`config.mk`:
```
export PLATFORM = sky130hd
export DESIGN_NAME = lineDrawEngine
export DESIGN_NICKNAME = d
export VERILOG_FILES = /design/src/rtl/lineEnginePkg.sv /design/src/rtl/lineControl.sv /design/src/rtl/lineDatapath.sv /design/src/rtl/lineDrawEngine.sv
export SDC_FILE = /design/constraint.sdc
export NUM_CORES = 1
export LEC_CHECK = 0
export ABC_AREA = 1
export BUFFER_PORTS_ARGS = -buffer_cell sky130_fd_sc_hd__buf_4
export CAP_MARGIN = 20
export CELL_PAD_IN_SITES_DETAIL_PLACEMENT = 1
export CELL_PAD_IN_SITES_GLOBAL_PLACEMENT = 1
export CORE_MARGIN = 1
export CORE_UTILIZATION = 50
export DETAILED_ROUTE_END_ITERATION = 10
export HOLD_SLACK_MARGIN = 0.15
export PLACE_DENSITY_LB_ADDON = 0.08
export SYNTH_ARGS = -nofsm -noshare
export SYNTH_HDL_FRONTEND = slang
export SYNTH_SLANG_ARGS = --single-unit
export TNS_END_PERCENT = 30
```
`constraint.sdc`:
```
create_clock -name clk -period 24.6 [get_ports clk]
set_input_delay 1.23 -clock clk [delete_from_list [all_inputs] [get_ports clk]]
set_output_delay 1.23 -clock clk [all_outputs]
set_load 0.1 [all_outputs]
```
`src/rtl/lineEnginePkg.sv`:
```
package lineEnginePkg;
  localparam int COORD_W = 16;

  typedef enum logic [2:0] {
    ST_IDLE, ST_SETUP, ST_DIV, ST_DOT, ST_ISSUE, ST_FINAL, ST_TAIL
  } lineState_t;

  // strobes from control to datapath
  typedef struct packed {
    logic setup;      // latch endpoints, seed divider and stepper
    logic divStep;    // one restoring-divide iteration
    logic applyDot;   // merge current dot, rotate style, advance
    logic flushDone;  // downstream accepted gathered byte
    logic loadTail;   // load busy tail counter
    logic tailTick;   // count tail down
  } lineStrobe_t;
endpackage

```
`src/rtl/lineControl.sv`:
```
module lineControl
  import lineEnginePkg::*;
(
  input  logic        clk,
  input  logic        rstN,
  input  logic        startHit,
  input  logic        divDone,
  input  logic        lastDot,
  input  logic        needFlush,
  input  logic        haveByte,
  input  logic        tailWanted,
  input  logic        tailLast,
  input  logic        ropDone,
  output lineStrobe_t strb,
  output logic        idle,
  output logic        busy,
  output logic        reqValid
);
  lineState_t state, stateNext;

  always_ff @(posedge clk) begin
    if (!rstN) state <= ST_IDLE;
    else       state <= stateNext;
  end

  always_comb begin
    stateNext = state;
    strb      = '0;
    case (state)
      ST_IDLE:  if (startHit) stateNext = ST_SETUP;
      ST_SETUP: begin
        strb.setup = 1'b1;
        stateNext  = ST_DIV;
      end
      ST_DIV: begin
        if (divDone) stateNext = ST_DOT;
        else         strb.divStep = 1'b1;
      end
      ST_DOT: begin
        if (needFlush) stateNext = ST_ISSUE;
        else begin
          strb.applyDot = 1'b1;
          if (lastDot) stateNext = ST_FINAL;
        end
      end
      ST_ISSUE: begin
        if (ropDone) begin
          strb.flushDone = 1'b1;
          stateNext      = ST_DOT;
        end
      end
      ST_FINAL: begin
        if (!haveByte || ropDone) begin
          strb.flushDone = haveByte;
          if (tailWanted) begin
            strb.loadTail = 1'b1;
            stateNext     = ST_TAIL;
          end else begin
            stateNext = ST_IDLE;
          end
        end
      end
      ST_TAIL: begin
        strb.tailTick = 1'b1;
        if (tailLast) stateNext = ST_IDLE;
      end
      default: stateNext = ST_IDLE;
    endcase
  end

  assign idle     = (state == ST_IDLE);
  assign busy     = !idle;
  assign reqValid = (state == ST_ISSUE) || (state == ST_FINAL && haveByte);


  start_chk: assert property (@(posedge clk) disable iff (!rstN)
    (idle && startHit) |=> busy);


  issue_wait_chk: assert property (@(posedge clk) disable iff (!rstN)
    (state == ST_ISSUE && !ropDone) |=> (state == ST_ISSUE));
endmodule

```
`src/rtl/lineDatapath.sv`:
```
module lineDatapath
  import lineEnginePkg::*;
#(
  parameter int ADDR_W  = 15,
  parameter int CLK_MHZ = 16
) (
  input  logic              clk,
  input  logic              rstN,
  input  logic              regWrEn,
  input  logic [3:0]        regAddr,
  input  logic [7:0]        regData,
  input  logic [15:0]       scrWidth,
  input  logic [15:0]       scrHeight,
  input  logic              tallMode,
  input  logic              idle,
  input  lineStrobe_t       strb,
  output logic              startHit,
  output logic              divDone,
  output logic              lastDot,
  output logic              needFlush,
  output logic              haveByte,
  output logic              tailWanted,
  output logic              tailLast,
  output logic [ADDR_W-1:0] reqAddr,
  output logic [7:0]        reqMask
);
  localparam int DW    = COORD_W + 1;       // signed delta / magnitude
  localparam int PW    = COORD_W + 2;       // running position
  localparam int NUMW  = DW + 10;           // dividend (minor+1)*1024
  localparam int DCW   = $clog2(NUMW + 1);
  localparam int ACCW  = 12;                // holds up to 1024+2048
  localparam int CNTW  = DW + 1;
  localparam int TAILW = CNTW + 8;

  logic [COORD_W-1:0] offReg, patReg, xsReg, ysReg, xeReg, yeReg, patQ;
  logic signed [DW-1:0] dxS, dyS;
  logic [DW-1:0] adx, ady, majLen, minLen, minPlus, stepsLeft, den, rem;
  logic [DW:0]   remNext;
  logic [NUMW-1:0] quo;
  logic [DCW-1:0]  divCnt;
  logic signed [PW-1:0] cx, cy, xInc, yInc;
  logic xMajQ, xNegQ, yNegQ, tallQ, moveX, moveY;
  logic [ACCW-1:0] acc;
  logic [ACCW:0]   accSum;
  logic carryMinor;
  logic [7:0] maskQ, dotBit;
  logic [ADDR_W-1:0] oldAddr, rowBase, sumAddr, byteAddr;
  logic inScreen, haveQ;
  logic [CNTW-1:0]  byteCnt, totalCnt;
  logic [TAILW-1:0] tailCnt, tailLoad;

  // ---------------- register file ----------------
  assign startHit = regWrEn && idle && (regAddr == 4'd11);

  always_ff @(posedge clk) begin
    if (!rstN) begin
      offReg <= '0; patReg <= '0; xsReg <= '0;
      ysReg  <= '0; xeReg  <= '0; yeReg <= '0;
    end else if (regWrEn && idle) begin
      case (regAddr)
        4'd0:  offReg[15:8] <= regData;
        4'd1:  offReg[7:0]  <= regData;
        4'd2:  patReg[15:8] <= regData;
        4'd3:  patReg[7:0]  <= regData;
        4'd4:  xsReg[15:8]  <= regData;
        4'd5:  xsReg[7:0]   <= regData;
        4'd6:  ysReg[15:8]  <= regData;
        4'd7:  ysReg[7:0]   <= regData;
        4'd8:  xeReg[15:8]  <= regData;
        4'd9:  xeReg[7:0]   <= regData;
        4'd10: yeReg[15:8]  <= regData;
        4'd11: yeReg[7:0]   <= regData;
        default: ;
      endcase
    end
  end

  // ---------------- line geometry ----------------
  assign dxS = $signed({xeReg[COORD_W-1], xeReg}) - $signed({xsReg[COORD_W-1], xsReg});
  assign dyS = $signed({yeReg[COORD_W-1], yeReg}) - $signed({ysReg[COORD_W-1], ysReg});
  assign adx = dxS[DW-1] ? DW'(-dxS) : DW'(dxS);
  assign ady = dyS[DW-1] ? DW'(-dyS) : DW'(dyS);
  assign majLen  = (adx >= ady) ? adx : ady;
  assign minLen  = (adx >= ady) ? ady : adx;
  assign minPlus = minLen + DW'(1);

  // ---------------- serial restoring divider ----------------
  assign remNext = {rem, quo[NUMW-1]};
  assign divDone = (divCnt == '0);

  always_ff @(posedge clk) begin
    if (!rstN) begin
      quo <= '0; rem <= '0; den <= '0; divCnt <= '0;
    end else if (strb.setup) begin
      quo    <= {minPlus, 10'b0};
      rem    <= '0;
      den    <= majLen;
      divCnt <= DCW'(NUMW);
    end else if (strb.divStep) begin
      divCnt <= divCnt - DCW'(1);
      if (remNext >= {1'b0, den}) begin
        rem <= DW'(remNext - {1'b0, den});
        quo <= {quo[NUMW-2:0], 1'b1};
      end else begin
        rem <= remNext[DW-1:0];
        quo <= {quo[NUMW-2:0], 1'b0};
      end
    end
  end

  // ---------------- stepper ----------------
  assign accSum     = {1'b0, acc} + {1'b0, quo[ACCW-1:0]};
  assign carryMinor = accSum > (ACCW+1)'(1024);
  assign moveX      = xMajQ || carryMinor;
  assign moveY      = !xMajQ || carryMinor;
  assign xInc       = xNegQ ? '1 : PW'(1);
  assign yInc       = yNegQ ? '1 : PW'(1);
  assign lastDot    = (stepsLeft == '0);

  always_ff @(posedge clk) begin
    if (!rstN) begin
      cx <= '0; cy <= '0; acc <= '0; stepsLeft <= '0; patQ <= '0;
      xMajQ <= 1'b0; xNegQ <= 1'b0; yNegQ <= 1'b0; tallQ <= 1'b0;
    end else if (strb.setup) begin
      cx        <= {{2{xsReg[COORD_W-1]}}, xsReg};
      cy        <= {{2{ysReg[COORD_W-1]}}, ysReg};
      acc       <= '0;
      stepsLeft <= majLen;
      patQ      <= patReg;
      xMajQ     <= (adx >= ady);
      xNegQ     <= dxS[DW-1];
      yNegQ     <= dyS[DW-1];
      tallQ     <= tallMode;
    end else if (strb.applyDot) begin
      patQ      <= {patQ[COORD_W-2:0], patQ[COORD_W-1]};
      acc       <= carryMinor ? ACCW'(accSum - (ACCW+1)'(1024)) : accSum[ACCW-1:0];
      stepsLeft <= stepsLeft - DW'(1);
      if (moveX) cx <= cx + xInc;
      if (moveY) cy <= cy + yInc;
    end
  end

  // ---------------- byte addressing and gathering ----------------
  assign inScreen = !cx[PW-1] && !cy[PW-1]
                 && (cx[PW-2:0] < {1'b0, scrWidth})
                 && (cy[PW-2:0] < {1'b0, scrHeight});
  assign rowBase  = ADDR_W'((32'(cy[COORD_W-1:0]) * 32'(scrWidth)) >> 3);
  assign sumAddr  = rowBase + ADDR_W'(cx[COORD_W-1:3]) + ADDR_W'({offReg, 1'b0});
  assign byteAddr = tallQ ? sumAddr : {1'b0, sumAddr[ADDR_W-2:0]};
  assign dotBit   = 8'h80 >> cx[2:0];
  assign needFlush = inScreen && haveQ && (byteAddr != oldAddr);

  always_ff @(posedge clk) begin
    if (!rstN) begin
      maskQ <= 8'hFF; haveQ <= 1'b0; oldAddr <= '0; byteCnt <= '0;
    end else if (strb.setup) begin
      maskQ <= 8'hFF; haveQ <= 1'b0; byteCnt <= '0;
    end else if (strb.flushDone) begin
      maskQ   <= 8'hFF;
      haveQ   <= 1'b0;
      byteCnt <= byteCnt + CNTW'(1);
    end else if (strb.applyDot && inScreen) begin
      haveQ   <= 1'b1;
      oldAddr <= byteAddr;
      if (patQ[COORD_W-1]) maskQ <= maskQ & ~dotBit;
    end
  end

  assign haveByte = haveQ;
  assign reqAddr  = oldAddr;
  assign reqMask  = maskQ;

  // ---------------- busy tail ----------------
  assign totalCnt   = byteCnt + CNTW'(haveQ);
  assign tailLoad   = TAILW'((TAILW'(totalCnt) * TAILW'(CLK_MHZ)) >> 4);
  assign tailWanted = (totalCnt > CNTW'(8)) && (tailLoad != '0);
  assign tailLast   = (tailCnt <= TAILW'(1));

  always_ff @(posedge clk) begin
    if (!rstN)              tailCnt <= '0;
    else if (strb.loadTail) tailCnt <= tailLoad;
    else if (strb.tailTick) tailCnt <= tailCnt - TAILW'(1);
  end


  cfg_hold_chk: assert property (@(posedge clk) disable iff (!rstN)
    !idle |=> ($stable(yeReg) && $stable(offReg) && $stable(patReg) && $stable(xsReg)));


  step_cnt_chk: assert property (@(posedge clk) disable iff (!rstN)
    strb.applyDot |=> (stepsLeft == DW'($past(stepsLeft) - DW'(1))));


  tail_dec_chk: assert property (@(posedge clk) disable iff (!rstN)
    (strb.tailTick && !tailLast) |=> (tailCnt == TAILW'($past(tailCnt) - TAILW'(1))));


  short_wrap_chk: assert property (@(posedge clk) disable iff (!rstN)
    (haveQ && !tallQ) |-> !oldAddr[ADDR_W-1]);


  mask_reset_chk: assert property (@(posedge clk) disable iff (!rstN)
    strb.flushDone |=> (maskQ == 8'hFF));
endmodule

```
`src/rtl/lineDrawEngine.sv`:
```
module lineDrawEngine
  import lineEnginePkg::*;
#(
  parameter int ADDR_W  = 15,
  parameter int CLK_MHZ = 16
) (
  input  logic              clk,
  input  logic              rstN,
  input  logic              regWrEn,
  input  logic [3:0]        regAddr,
  input  logic [7:0]        regData,
  input  logic [15:0]       scrWidth,
  input  logic [15:0]       scrHeight,
  input  logic              tallMode,
  input  logic              ropDone,
  output logic              reqValid,
  output logic [ADDR_W-1:0] reqAddr,
  output logic [7:0]        reqMask,
  output logic              busy
);
  lineStrobe_t strb;
  logic idle, startHit, divDone, lastDot, needFlush, haveByte, tailWanted, tailLast;

  lineControl u_ctrl (
    .clk(clk), .rstN(rstN), .startHit(startHit), .divDone(divDone),
    .lastDot(lastDot), .needFlush(needFlush), .haveByte(haveByte),
    .tailWanted(tailWanted), .tailLast(tailLast), .ropDone(ropDone),
    .strb(strb), .idle(idle), .busy(busy), .reqValid(reqValid)
  );

  lineDatapath #(.ADDR_W(ADDR_W), .CLK_MHZ(CLK_MHZ)) u_dp (
    .clk(clk), .rstN(rstN), .regWrEn(regWrEn), .regAddr(regAddr),
    .regData(regData), .scrWidth(scrWidth), .scrHeight(scrHeight),
    .tallMode(tallMode), .idle(idle), .strb(strb), .startHit(startHit),
    .divDone(divDone), .lastDot(lastDot), .needFlush(needFlush),
    .haveByte(haveByte), .tailWanted(tailWanted), .tailLast(tailLast),
    .reqAddr(reqAddr), .reqMask(reqMask)
  );


  req_hold_chk: assert property (@(posedge clk) disable iff (!rstN)
    (reqValid && !ropDone) |=> (reqValid && $stable(reqAddr) && $stable(reqMask)));


  busy_req_chk: assert property (@(posedge clk) disable iff (!rstN)
    reqValid |-> busy);
endmodule

```
# [After elaboration in Yosys (flattened, before gate mapping)]
# Cells that the tools add are included.
[word_totals] ff_bits=316
[classes] reduce_logical=49 eq_ne=24 n_shift=1 order_cmp=7 n_mux=46 n_addsub=17 n_bitwise=5 mul=1
[op_table] cell="$mux 18" count=10
[op_table] cell="$mux 17" count=7
[op_table] cell="$mux 27" count=2
[op_table] cell="$add 18x18->18" count=2
[op_table] cell="$lt 17x16->1" count=2
[op_table] cell="$neg 17->17" count=2
[op_table] cell="$sub 16x16->17" count=2
[op_table] cell="$mux 16" count=2
[op_table] cell="$reduce_and 2->1" count=15
[op_table] cell="$le 26x1->1 const B" count=1
[op_table] cell="$reduce_bool 26->1" count=1
[op_table] cell="$sub 26x1->26 const B" count=1
[op_table] cell="$mux 3" count=8
[op_table] cell="$pmux 3 s7" count=1
[op_table] cell="$add 18x1->18" count=1
[op_table] cell="$add 18x1->18 const B" count=1
[op_table] cell="$ge 18x17->1" count=1
[op_table] cell="$gt 18x4->1 const B" count=1
[op_table] cell="$mul 16x16->18" count=1
[op_table] cell="$add 17x1->17 const B" count=1
[op_table] cell="$ge 17x17->1" count=1
[op_table] cell="$logic_not 17->1" count=1
[op_table] cell="$sub 17x1->17 const B" count=1
[op_table] cell="$sub 17x17->17" count=1
[op_table] cell="38 further kinds" count=84

# [Depth between registers and ports, before layout]
# Gate-level depths: netlist (run 1).
[logic_depth] word_depth=10 ltp_mapped=53 ltp_nobuf=50

# [Cells and area by module]
# Synthesis (run 1) repeated with hierarchy kept, for this count alone.
[unflattened] hier_cells=4131 hier_area_um2=27784.1
[modules_own_cells] mod="lineDatapath" cells_each=4060 seq_area_each_um2=6266.0 area_each_um2=27333.7 instances=1
[modules_own_cells] mod="lineControl" cells_each=71 seq_area_each_um2=60.1 area_each_um2=450.4 instances=1

# [Worst setup path after synthesis (run 1)]
# No wires, ideal clock.
[synth_path] path_type="in2reg" from="in scrWidth[1]" to="reg u_dp.cx[2]" arrival_ps=8771 setup_ps=115 path_stages=46 required_time_ps=24485 slack_ps=15714 cell_sequence="clkbuf_1 -> clkbuf_1 -> nand2_1 -> inv_1 -> fa_1 -> fa_1 -> ha_1 -> fa_1 -> inv_1 -> fa_1 -> fa_1 -> inv_1 -> ha_1 -> a21oi_1 -> o21ai_0 -> a21oi_1 -> nor2_1 -> o21ai_0 -> [... 10 more ...] -> nor3_1 -> o21ai_0 -> nand4_1 -> nor2_1 -> inv_1 -> nand2_1 -> nand2_1 -> nand4_1 -> nor2_1 -> nand3_4 -> nand2_4 -> nand2_8 -> nand2_8 -> buf_12 -> buf_6 -> nand3_1 -> nand2_1 -> nor2_1"
[synth_between] elab_chain_len=10 word_cells_on_any_way=14 classes_between="add/sub: 2; mul: 1; order compare: 1; eq/ne: 1; mux: 3; reduce/logical: 6"
[synth_lines] item="start: declaration" line="lineDrawEngine.sv:12" source="input logic [15:0] scrWidth,"
[synth_lines] item="$mul 16x16->18" line="lineDatapath.sv:147" source="assign rowBase = ADDR_W'((32'(cy[COORD_W-1:0]) * 32'(scrWidth)) >> 3);"
[synth_lines] item="$add 15x13->15" line="lineDatapath.sv:148" source="assign sumAddr = rowBase + ADDR_W'(cx[COORD_W-1:3]) + ADDR_W'({offReg, 1'b0});"
[synth_lines] item="$add 15x15->15" line="lineDatapath.sv:148"
[synth_lines] item="$mux 15" line="lineDatapath.sv:149" source="assign byteAddr = tallQ ? sumAddr : {1'b0, sumAddr[ADDR_W-2:0]};"
[synth_lines] item="$ne 15x15->1" line="lineDatapath.sv:151" source="assign needFlush = inScreen && haveQ && (byteAddr != oldAddr);"
[synth_lines] item="$logic_and 1x1->1 (*)" line="lineDatapath.sv:151"
[synth_lines] item="$mux 1 (*)" line="lineControl.sv:40" source="if (needFlush) stateNext = ST_ISSUE;"
[synth_lines] item="$mux 1 (*)" line="lineControl.sv:29" source="case (state)"
[synth_lines] item="$reduce_bool 2->1 (no line) (*)"
[synth_lines] item="$reduce_and 2->1 (no line) (*)"
[synth_lines] item="end signal: assignment" line="lineDatapath.sv:125" source="cx <= {{2{xsReg[COORD_W-1]}}, xsReg};"
[synth_lines] item="end signal: assignment" line="lineDatapath.sv:138" source="if (moveX) cx <= cx + xInc;"
[synth_lines] item="end: declaration" line="lineDatapath.sv:41" source="logic signed [PW-1:0] cx, cy, xInc, yInc;"
# Mark *: on every way between the ends. The rest lies on a longest branch, timed or not.
# A chain may end at the register's enable or synchronous reset.

# [Worst setup path in the final report (run 1)]
[layout_path] from="in scrWidth[6]" to="reg u_dp.oldAddr[14], in the netlist u_dp.reqAddr[14]"
[layout_between] elab_chain_len=10 word_cells_on_any_way=14 classes_between="add/sub: 2; mul: 1; order compare: 1; eq/ne: 1; mux: 3; reduce/logical: 6"
[layout_lines] item="$mul 16x16->18" line="lineDatapath.sv:147"
[layout_lines] item="$add 15x13->15" line="lineDatapath.sv:148"
[layout_lines] item="$add 15x15->15" line="lineDatapath.sv:148"
[layout_lines] item="$mux 15" line="lineDatapath.sv:149"
[layout_lines] item="$ne 15x15->1" line="lineDatapath.sv:151"
[layout_lines] item="$logic_and 1x1->1" line="lineDatapath.sv:151"
[layout_lines] item="$mux 1" line="lineControl.sv:40"
[layout_lines] item="$mux 1" line="lineControl.sv:29"
[layout_lines] item="$logic_and 1x1->1" line="lineDatapath.sv:162" source="end else if (strb.applyDot && inScreen) begin"
[layout_lines] item="$reduce_and 3->1 (no line)"
[layout_lines] item="end signal: assignment" line="lineDatapath.sv:164" source="oldAddr <= byteAddr;"
[layout_lines] item="end: declaration" line="lineDatapath.sv:47" source="logic [ADDR_W-1:0] oldAddr, rowBase, sumAddr, byteAddr;"
# Several ways; a longest one is shown, not always the timed one.

==> qor.txt, run 1 <==
====================================================================================================
Per-cell routed wire length                                                                 18.34 µm
Period utilization                                                                            38.71%
Sum of negative setup slack                                                                     0 ns
Yosys cell types                                                                                  63
Routability congestion estimate                                                               0.8606
Port Buffer Count                                                                                 73
Synthesized area divided by synthesized cell count                                         6.515 µm²
Effective utilization at floorplan                                                            50.55%
Sequential cell area fraction in the yosys report                                             22.20%
Area fraction of the dominant cell type after synthesis                                       22.20%
Floorplan die height                                                                        240.8 µm
Total of warnings raised by yosys                                                                  0
Flops & latches, synth                                                                           316
Ys flop type                                                                            sky130_fd_sc_hd__dfxtp_1
Non-filler cells, final                                                                         5160
Worst-skew pair later-pin latency                                                            0.57 ns
RSZ-0062 raised after global routing                                                              no
Mapped Nets                                                                                     4767
Filler Cells Inserted                                                                           7806
Fmax                                                                                      0.1050 GHz
Leading cell type in the layout, fill and taps excluded                                 sky130_fd_sc_hd__nand2_1
Critical path type                                                                            in2reg
Leading cell types in the layout, fill and taps excluded                                1089 x sky130_fd_sc_hd__nand2_1, 738 x sky130_fd_sc_hd__inv_1, 478 x sky130_fd_sc_hd__nor2_1
Fraction of layout cells with a size suffix above 1                                           5.722%
Core region area                                                                           56390 µm²
Global-route wire length before repair                                                     151100 µm
Critical path capture point type                                                            register
Crit-path max cell delay                                                                     0.74 ns
Worst hold-check path type                                                                   reg2reg
Netlist Area Pre-Place                                                                     28500 µm²
Max-Cap Viols                                                                                      0
Buffer type at the clock tree root                                                      sky130_fd_sc_hd__clkbuf_16
Slowest-stage cell, CP                                                                  sky130_fd_sc_hd__a21boi_4
Count of flip-flops with a built-in enable after synthesis                                         0
Diodes inserted                                                                                    0
Ratio of routed vias to standard cells                                                         5.485
Worst Hold Slack                                                                           0.4628 ns
Area growth, synth to finish                                                                  8.240%
Crit path max fanout                                                                              34
Startpoint types                                                                           input pin
Dpl hpwl                                                                                    72180 µm
Most common cell on crit path                                                           sky130_fd_sc_hd__inv_1
Final number of max-transition violations                                                          0
Worst-case headroom to the max-slew limit                                                     33.69%
Transition time at the pin with the least slew margin                                      0.9936 ns
Final-report hold violation count                                                                  0
1st-iter DRT viols                                                                              1392
Synth async-reset ratio                                                                           0%
Gate count of the mapped netlist                                                                4375
Number of hold-repair buffers added at the cts stage                                               0
Number of gates resized after CTS                                                                  0
Min cycle time layout                                                                       9.524 ns
Via Count                                                                                      28302
Total Die Area                                                                             57960 µm²
Boundary Pins                                                                                     74
Number of detailed-routing iterations run before antenna repair                                    7
Yosys top cell by area                                                                  sky130_fd_sc_hd__dfxtp_1
Number of nets with antenna violations after routing                                               0
Number of buffers inserted during clock tree synthesis                                            39
Total Routed Length                                                                         94630 µm
Maximum number of pins on one net before global-route repair                                      93
Number of placed instances, taps included                                                       5088
Die X-Extent                                                                                240.8 µm
Total clock sinks                                                                                316
Total routing resource utilization after global routing                                       32.77%
Number of buffers between clock root and the deepest sink                                          3
Number of DRC violations after detailed routing                                                    0
CTS H-Tree Depth                                                                                   2
Total congestion overflow                                                                          0
Required time of the critical path                                                          25.02 ns
Number of post-CTS setup repair buffers                                                            0
Number of cell rows                                                                               87
Data arrival, critical path                                                                  9.95 ns
Antenna violations before repair                                                                   0
Clock tree from TritonCTS                                                                        yes
Clock-pin slew reported for the worst setup and hold paths after clock tree synthesis        0.06 ns
Outcome                                                                                 finished, final reports clean
Count of nets after finishing                                                                   4766
Number of global-route vias before repair                                                      29202
Worst setup skew after layout                                                             0.01840 ns
Setup violation total in the final timing report                                                   0
Cell types with the largest area share after synthesis                                  sky130_fd_sc_hd__dfxtp_1 22%, sky130_fd_sc_hd__nand2_1 14%, sky130_fd_sc_hd__inv_1 9.7%
====================================================================================================
-- registers in the layout (all words and copies together), names as in the netlist, 17 cells and up --
name,cells
u_dp.byteCnt,18
u_dp.cx,18
u_dp.cy,18
u_dp.den,17
u_dp.quo,27
u_dp.rem,17
u_dp.stepsLeft,17
u_dp.tailCnt,26
-- area by class of cell --
cell class / count / area (µm²) / share of cell area (%)
multi-input combinational: 3162 / 18680 / 60.55
clock inverter: 17 / 187.7 / 0.6084
sequential: 316 / 6326 / 20.51
clock buffer: 54 / 1134 / 3.675
tap: 756 / 945.9 / 3.066
inverter: 757 / 2841 / 9.211
timing repair buffer: 98 / 735.7 / 2.385
-- cells by family (layout without fill, tap and decap cells) --
logic type,after synthesis,count (layout),synth area share (%)
adder cells (fa/ha/maj),343,343,18.38
multiplexers,16,16,0.5619
flip-flops,316,316,22.20
AO/OA/AOI/OAI,676,676,13.04
AND/OR/NAND/NOR,2006,2006,29.75
buffers and inverters,897,926,12.33
XOR/XNOR,121,121,3.745
-- final timing paths --
check / start / slack (ns) / cells after the start / end
max reg2reg: u_dp.cy[1] / 15.23 / 40 / u_dp.reqAddr[14]
min: u_dp.yeReg[0] / 0.46 / 2 / u_dp.yeReg[0]
min reg2reg: u_dp.yeReg[0] / 0.46 / 2 / u_dp.yeReg[0]
max: scrWidth[6] / 15.08 / 41 / u_dp.reqAddr[14]
-- per-stage QoR --
stage | util [%] | worst slack, ns | cell area [µm²]
finish | 54.71 | 15.08 | 30850
global route | 54.71 | 14.38 | 30850
CTS | 54.70 | 15.07 | 30840
detailed placement | 52.35 | 14.53 | 29520
global placement | 52.35 | 14.81 | 29520
floorplan | - | 15.71 | 28500
-- cell usage after synthesis (all sizes together), types with 11 or more instances --
library cell  count
o21ai           284
nand2          1123
clkbuf           89
a31oi            27
ha              217
mux2i            16
xnor2            46
inv             752
fa              126
nor2            485
nand3b           39
nor4             20
nand4            51
or2              11
nor3             44
nand3           223
o211ai           13
xor2             75
buf              51
o22ai            23
a21oi           261
dfxtp           316
-- critical path, delay by kind of cell --
| kind | cells | cell delay [ns] |
|---|---|---|
| and+or+nand+nor | 13 | 1.76 |
| xor gates and xnor gates | 1 | 0.11 |
| buffers and inverters | 8 | 0.60 |
| AOI/OAI and AO/OA | 10 | 2.17 |
| adders and majority gates | 9 | 4.05 |
-- routing by layer --
layer	GRT usage, %	wire, µm
met4	11.05	3197
met3	3.729	3807
met5	0	0
met2	58.01	45800
met1	41.14	41830
Power of run 1 is not shown: default switching activity piles up to over one toggle a cycle in this logic, so the estimate is an artifact.
==> inputs of run 2 (changes only) <==
Settings changed: ABC_AREA 1 to 0, CORE_UTILIZATION 50 to 44.
Clock period 24.6 ns to 7.9 ns, I/O delays scaled along.
==> qor.txt, run 2 <==
=================================================================================================================
Max Used Layer                                                                                               met4
Total Routed Length                                                                                      86990 µm   -8.1%
Main combinational cell family by area after synthesis                                                adder cells
Core region area                                                                                        59020 µm²   +4.7%
Transition time at the pin with the least slew margin                                                    1.073 ns   +0.07955 ns
Worst hold-check path type                                                                                 in2reg
Netlist Area Pre-Place                                                                                  26300 µm²   -7.7%
Leading cell type in the layout, fill and taps excluded                                              sky130_fd_sc_hd__nor2_1
Startpoint types                                                                                         register
Total clock sinks                                                                                             316   unchanged
Metal-1 WL                                                                                               39390 µm   -5.8%
Per-cell routed wire length                                                                              20.63 µm   +12%
Most flop-heavy register                                                                                 u_dp.quo
Arithmetic-cell share of the synthesized area counting full adders, half adders and majority gates         19.92%   +1.5 points
Filler Cells Inserted                                                                                        7033   -9.9%
Period utilization                                                                                         102.9%
Number of buffers between clock root and the deepest sink                                                       3   unchanged
Antenna violations before repair                                                                                1   +1
Effective utilization at floorplan                                                                         44.56%   -6.0 points
Floorplan die height                                                                                     246.5 µm   +2.4%
Crit path max fanout                                                                                            7   -79%
Gate count of the mapped netlist                                                                             3248   -26%
Flip-flop and latch area                                                                                 6361 µm²   +0.55%
Cell types with the largest area share after synthesis                                               sky130_fd_sc_hd__dfxtp_1 24%, sky130_fd_sc_hd__ha_1 10%, sky130_fd_sc_hd__fa_1 9.6%
Dpl hpwl                                                                                                 65540 µm   -9.2%
Sum of negative setup slack                                                                             -8.360 ns   -8.360 ns
Non-filler cells, final                                                                                      4217   -18%
Final-report hold violation count                                                                               0   unchanged
Worst Hold Slack                                                                                        0.2800 ns   -0.1828 ns
VDD IR max                                                                                              0.4460 mV
Fraction of layout cells with a size suffix above 1                                                        14.81%   +9.1 points
Simple-gate share of the synthesized area                                                                  18.71%   -11 points
Number of nets with antenna violations after routing                                                            0   unchanged
Most frequent cells after synthesis                                                                  364 x sky130_fd_sc_hd__nor2_1, 351 x sky130_fd_sc_hd__inv_1, 337 x sky130_fd_sc_hd__nand2_1
Number of cell rows                                                                                            89   +2.3%
Area used by multi-input combinational logic                                                            18810 µm²   +0.68%
Critical path type                                                                                        reg2reg
Ratio of routed vias to standard cells                                                                      5.597   +2.0%
Total of warnings raised by yosys                                                                               0   unchanged
Total congestion overflow                                                                                       0   unchanged
Critical path capture point type                                                                         register
Most frequently used cell type in the post-synthesis netlist                                         sky130_fd_sc_hd__nor2_1
Worst-case headroom to the max-slew limit                                                                  28.46%   -5.2 points
Count of flip-flops with a built-in enable after synthesis                                                      0   unchanged
Via Count                                                                                                   23601   -17%
Synthesized area divided by synthesized cell count                                                      8.096 µm²   +24%
Crit-path max cell delay                                                                                  0.58 ns   -0.16 ns
Most common cell on crit path                                                                        sky130_fd_sc_hd__fa_1
Fmax                                                                                                   0.1230 GHz
Die X-Extent                                                                                             246.5 µm   +2.4%
Outcome                                                                                              finished with violations
Flops & latches, synth                                                                                        316   unchanged
Violations in the final reports                                                                      negative setup slack
CTS H-Tree Depth                                                                                                2   unchanged
Port Buffer Count                                                                                              73   unchanged
Number of detailed-routing iterations run before antenna repair                                                 4   -3
Number of flip-flops under the largest register name                                                           27   unchanged
Post-synthesis compound-gate area fraction                                                                 15.60%   +2.6 points
Count of nets after finishing                                                                                3804   -20%
Required time of the critical path                                                                        8.31 ns   -16.71 ns
Area growth, synth to finish                                                                               18.28%
Final number of max-transition violations                                                                       0   unchanged
Mux contribution to synthesized area                                                                       6.262%   +5.7 points
Min cycle time layout                                                                                    8.128 ns
Clock tree from TritonCTS                                                                                     yes
Routability congestion estimate                                                                            0.8824   +2.5%
Largest registers in the final layout                                                                u_dp.quo x27, u_dp.tailCnt x26
Final total power                                                                                        12980 µW
Worst setup skew after layout                                                                          0.02253 ns   +0.004137 ns
Number of placed instances, taps included                                                                    4113   -19%
Ys flop type                                                                                         sky130_fd_sc_hd__dfxtp_1
Leading cell types in the layout, fill and taps excluded                                             358 x sky130_fd_sc_hd__nor2_1, 340 x sky130_fd_sc_hd__inv_1, 332 x sky130_fd_sc_hd__nand2_1
Data arrival, critical path                                                                               8.53 ns   -1.42 ns
Clock-pin slew reported for the worst setup and hold paths after clock tree synthesis                     0.06 ns   about the same
Worst Setup Slack, final                                                                               -0.2282 ns   -15.30 ns
1st-iter DRT viols                                                                                            944   -32%
Routed length on met3                                                                                     2280 µm   -40%
Sequential cell area fraction in the yosys report                                                          24.06%   +1.9 points
Boundary Pins                                                                                                  74   unchanged
Maximum number of pins on one net before global-route repair                                                   89   -4.3%
Static Leakage                                                                                         0.01402 µW
Area fraction of the dominant cell type after synthesis                                                    24.06%   +1.9 points
Number of global-route vias before repair                                                                   25310   -13%
Buffer type at the clock tree root                                                                   sky130_fd_sc_hd__clkbuf_16
Number of buffers inserted during clock tree synthesis                                                         40   +2.6%
Slowest-stage cell, CP                                                                               sky130_fd_sc_hd__fa_1
Total Die Area                                                                                          60750 µm²   +4.8%
Yosys top cell by area                                                                               sky130_fd_sc_hd__dfxtp_1
Yosys cell types                                                                                               97   +54%
Share of the synthesized netlist area taken by xor and xnor gates                                          7.974%   +4.2 points
Power Density                                                                                        417.2 nW/µm²
Total routing resource utilization after global routing                                                    28.54%   -4.2 points
Max-Cap Viols                                                                                                   0   unchanged
RSZ-0062 raised after global routing                                                                          yes
Synth async-reset ratio                                                                                        0%   unchanged
Worst-skew pair later-pin latency                                                                         0.57 ns   about the same
Setup violation total in the final timing report                                                               73   +73
Routed length on met2                                                                                    43280 µm   -5.5%
Global-route wire length before repair                                                                  138300 µm   -8.5%
Number of DRC violations after detailed routing                                                                 0   unchanged
Pre-CTS setup slack                                                                                    -0.6876 ns   -15.22 ns
Mapped Nets                                                                                                  3640   -24%
=================================================================================================================
[run 2: routing by layer]
layer	vias to the layer above	GRT usage (%)
met5	-	0
met4	0	7.153
met3	124	2.658
met2	297	50.61
met1	11857	36.89
li1	11323	-
[run 2: repair_timing]
| item | 4_1_cts | 5_1_grt |
|---|---|---|
| buffers inserted | 19 | 7 |
| gates cloned | 1 | 1 |
| hold endpoints to repair | 1 | 0 |
| hold buffers | 1 | 0 |
| pin swaps | 83 | 58 |
| endpoints found under the setup margin | 108 | 108 |
| gates resized for setup | 115 | 76 |
[run 2: critical path, delay by kind of cell, from the launching register on]
kind | cells | cell delay (ns)
adder cells (fa/ha/maj) | 9 | 4.06
multiplexers | 1 | 0.23
buffers and inverters | 11 | 1.09
flip-flops | 1 | 0.37
AND/OR/NAND/NOR | 4 | 0.62
AO/OA/AOI/OAI | 6 | 1.05
XOR/XNOR | 3 | 0.50
[run 2: path summary, 6_finish.rpt]
check / start / cells after the start / slack [ns] / to
min reg2reg: u_dp.den[16] / 2 / 0.46 / u_dp.den[16]
max: u_dp.cy[5] / 34 / -0.23 / u_dp.cy[13]
min: regData[7] / 3 / 0.28 / u_dp.patReg[15]
max reg2reg: u_dp.cy[5] / 34 / -0.23 / u_dp.cy[13]
[run 2: per-stage QoR]
stage	area (µm²)	util, %
floorplan	26320	-
global placement	28550	48.38
detailed placement	28550	48.38
CTS	30600	51.84
global route	31100	52.69
finish	31100	52.70
[run 2: cell type report]
type	instances	area share, %
tap	773	3.110
multi-input combinational	2435	60.46
sequential	316	20.45
timing repair buffer	267	7.342
antenna	1	0.008046
clock buffer	53	3.641
clock inverter	20	0.7201
inverter	352	4.264
[run 2: kinds of logic (layout without fill, tap and decap cells)]
logic type               count (synthesis)  count (layout)
AND/OR/NAND/NOR                       1068            1068
AO/OA/AOI/OAI                          623             623
buffers and inverters                  497             692
adder cells (fa/ha/maj)                343             343
flip-flops                             316             316
XOR/XNOR                               237             237
multiplexers                           164             164
other                                    0               1
[run 2: where the power goes]
part	total, µW	switching (µW)	internal [µW]
Combinational	8970	5060	3910
Clock	1910	764	1140
Sequential	2090	278	1820
Total	13000	6100	6870
No activity file was read; power rests on OpenSTA's default activity.
==> inputs of run 3 (changes only) <==
Settings changed: CORE_UTILIZATION 44 to 32.
==> qor.txt, run 3 (synthesis results as in run 2) <==
====================================================================================================
Clock tree from TritonCTS                                                                        yes
Period utilization                                                                            99.93%   -3.0 points
Start point of the critical path                                                          u_dp.cy[6]
Setup violation total in the final timing report                                                   0   -100%
Sum of negative setup slack                                                                     0 ns   +8.360 ns
Post-route cell area                                                                       31490 µm²   +1.2%
Critical path capture point type                                                            register
Number of buffers between clock root and the deepest sink                                          3   unchanged
Fraction of layout cells with a size suffix above 1                                           14.56%   -0.25 points
Reg2reg start                                                                             u_dp.cy[6]
Transition time at the pin with the least slew margin                                       1.029 ns   -0.04442 ns
Final number of max-transition violations                                                          0   unchanged
Area growth, synth to finish                                                                  19.73%
Total Routed Length                                                                         88890 µm   +2.2%
Via Count                                                                                      23080   -2.2%
Outcome                                                                                 finished, final reports clean
Dpl hpwl                                                                                    68700 µm   +4.8%
Family with the most delay on the worst path                                             adder cells
Number of global-route vias before repair                                                      24927   -1.5%
Worst-skew pair later-pin latency                                                            0.57 ns   about the same
Placement Cell Area                                                                        28910 µm²   +1.3%
Total Die Area                                                                             83330 µm²   +37%
Floorplan die height                                                                        288.7 µm   +17%
Largest registers in the final layout                                                   u_dp.quo x27, u_dp.tailCnt x26
Worst hold path startpoint                                                                  tallMode
Met3 demand-to-capacity share in global routing                                               2.070%   -0.59 points
Min cycle time layout                                                                       7.894 ns   -0.2340 ns
Per-cell routed wire length                                                                 19.74 µm   -4.3%
Number of detailed-routing iterations run before antenna repair                                    5   +1
Static Leakage                                                                            0.01400 µW   -0.17%
Non-filler cells, final                                                                         4502   +6.8%
Crit-path max cell delay                                                                     0.54 ns   -0.04 ns
Leading cell type in the layout, fill and taps excluded                                 sky130_fd_sc_hd__nor2_1
Max-Cap Viols                                                                                      0   unchanged
Die X-Extent                                                                                288.7 µm   +17%
Data arrival, critical path                                                                  8.30 ns   -0.23 ns
Total clock sinks                                                                                316   unchanged
Final-report hold violation count                                                                  0   unchanged
VDD IR max                                                                                 0.2878 mV   -35%
Slowest-stage cell, CP                                                                  sky130_fd_sc_hd__fa_1
Post-Route Utilization                                                                        38.90%   -14 points
Clock-pin slew reported for the worst setup and hold paths after clock tree synthesis        0.06 ns   about the same
Power Density                                                                           402.8 nW/µm²   -3.5%
Total congestion overflow                                                                          0   unchanged
1st-iter DRT viols                                                                               921   -2.4%
Maximum number of pins on one net before global-route repair                                      91   +2.2%
Boundary Pins                                                                                     74   unchanged
Leading cell types in the layout, fill and taps excluded                                357 x sky130_fd_sc_hd__nor2_1, 334 x sky130_fd_sc_hd__inv_1, 324 x sky130_fd_sc_hd__nand2_1
Worst hold-check path type                                                                    in2reg
CTS H-Tree Depth                                                                                   2   unchanged
Fmax                                                                                      0.1267 GHz   +3.0%
Most common cell on crit path                                                           sky130_fd_sc_hd__fa_1
Routability congestion estimate                                                               0.8573   -2.8%
RSZ-0062 raised after global routing                                                             yes
Critical path type                                                                           reg2reg
Number of buffers inserted during clock tree synthesis                                            43   +7.5%
Effective utilization at floorplan                                                            32.49%   -12 points
Worst-case headroom to the max-slew limit                                                     29.64%   +1.2 points
Number of DRC violations after detailed routing                                                    0   unchanged
Ratio of routed vias to standard cells                                                         5.127   -8.4%
Filler Cells Inserted                                                                           9554   +36%
Startpoint types                                                                            register
Most flop-heavy register                                                                    u_dp.quo
Total routing resource utilization after global routing                                       21.45%   -7.1 points
Busiest layer in global routing                                                                 met2
Buffer type at the clock tree root                                                      sky130_fd_sc_hd__clkbuf_16
Worst setup skew after layout                                                             0.02489 ns   +0.002359 ns
Number of placed instances, taps included                                                       4401   +7.0%
WP buf/inv                                                                                        10   -1
Met1 GRT Util                                                                                 28.42%   -8.5 points
Crit path max fanout                                                                               5   -2
Worst Hold Slack                                                                           0.2067 ns   -0.07335 ns
M2 GR Usage                                                                                   37.76%   -13 points
Number of flip-flops under the largest register name                                              27   unchanged
Port Buffer Count                                                                                 73   unchanged
Number of nets with antenna violations after routing                                               0   unchanged
Required time of the critical path                                                           8.30 ns   about the same
Core region area                                                                           80940 µm²   +37%
Antenna violations before repair                                                                   0   -1
Global-route wire length before repair                                                     141600 µm   +2.4%
Count of nets after finishing                                                                   3803   -0.026%
Number of cell rows                                                                              104   +17%
====================================================================================================
[run 3: changes by cell type in the layout (fill, tap and decap cells not counted), sizes merged]
cell / before / now
dlygate4sd3: 1 / 0
buf: 264 / 262
clkinv: 14 / 4
bufinv: 4 / 3
clkbuf: 55 / 66
inv: 352 / 353
[run 3: layout make-up]
cell class / count / area, µm² / share of cell area, %
clock buffer: 65 / 1269 / 4.030
timing repair buffer: 263 / 2223 / 7.062
tap: 1060 / 1326 / 4.212
antenna: 1 / 2.502 / 0.007948
sequential: 316 / 6364 / 20.21
multi-input combinational: 2435 / 18830 / 59.82
inverter: 352 / 1326 / 4.212
clock inverter: 10 / 141.4 / 0.4491
[run 3: final timing paths]
path         slack (ns)  cells after the start               to
min                0.21                      3       u_dp.tallQ
min reg2reg        0.45                      2  u_dp.reqMask[6]
max reg2reg       0.006                     37       u_dp.cy[8]
max               0.006                     37       u_dp.cy[8]
[run 3: per-layer routing]
metal	vias up	routed length [µm]
li1	11310	-
met3	78	1925
met2	200	43230
met5	-	0
met1	11492	42310
met4	0	1416
[run 3: stage by stage]
stage / setup WS [ns] / total power, µW
after detailed placement: -0.7215 / 9875
after global placement: -0.5427 / 9723
after CTS: -0.1426 / 12340
after global routing: -0.3435 / 13870
after floorplan: 0.002846 / 7385
final: 0.005778 / 12680
[run 3: where the power goes]
| part | internal (µW) | switching (µW) | total (µW) |
|---|---|---|---|
| Clock | 1200 | 780 | 1980 |
| Sequential | 1820 | 259 | 2080 |
| Combinational | 3780 | 4840 | 8620 |
[run 3: what timing repair did]
action                                 CTS  global route
endpoints found under the hold margin    0             0
gates resized for setup                105           100
setup buffers                           15            10
hold buffers                             0             0
setup endpoints to repair              108           108
pin swaps                               55            99
cloned                                   1             2
[run 3: worst reg2reg max path: cells and delay by family, from the launching register on]
kind	cells	cell delay, ns
adders and majority gates	8	3.47
and+or+nand+nor	3	0.46
buffers and inverters	10	0.77
xor gates and xnor gates	9	1.61
muxes	1	0.18
DFF	1	0.37
AOI/OAI and AO/OA	6	0.85
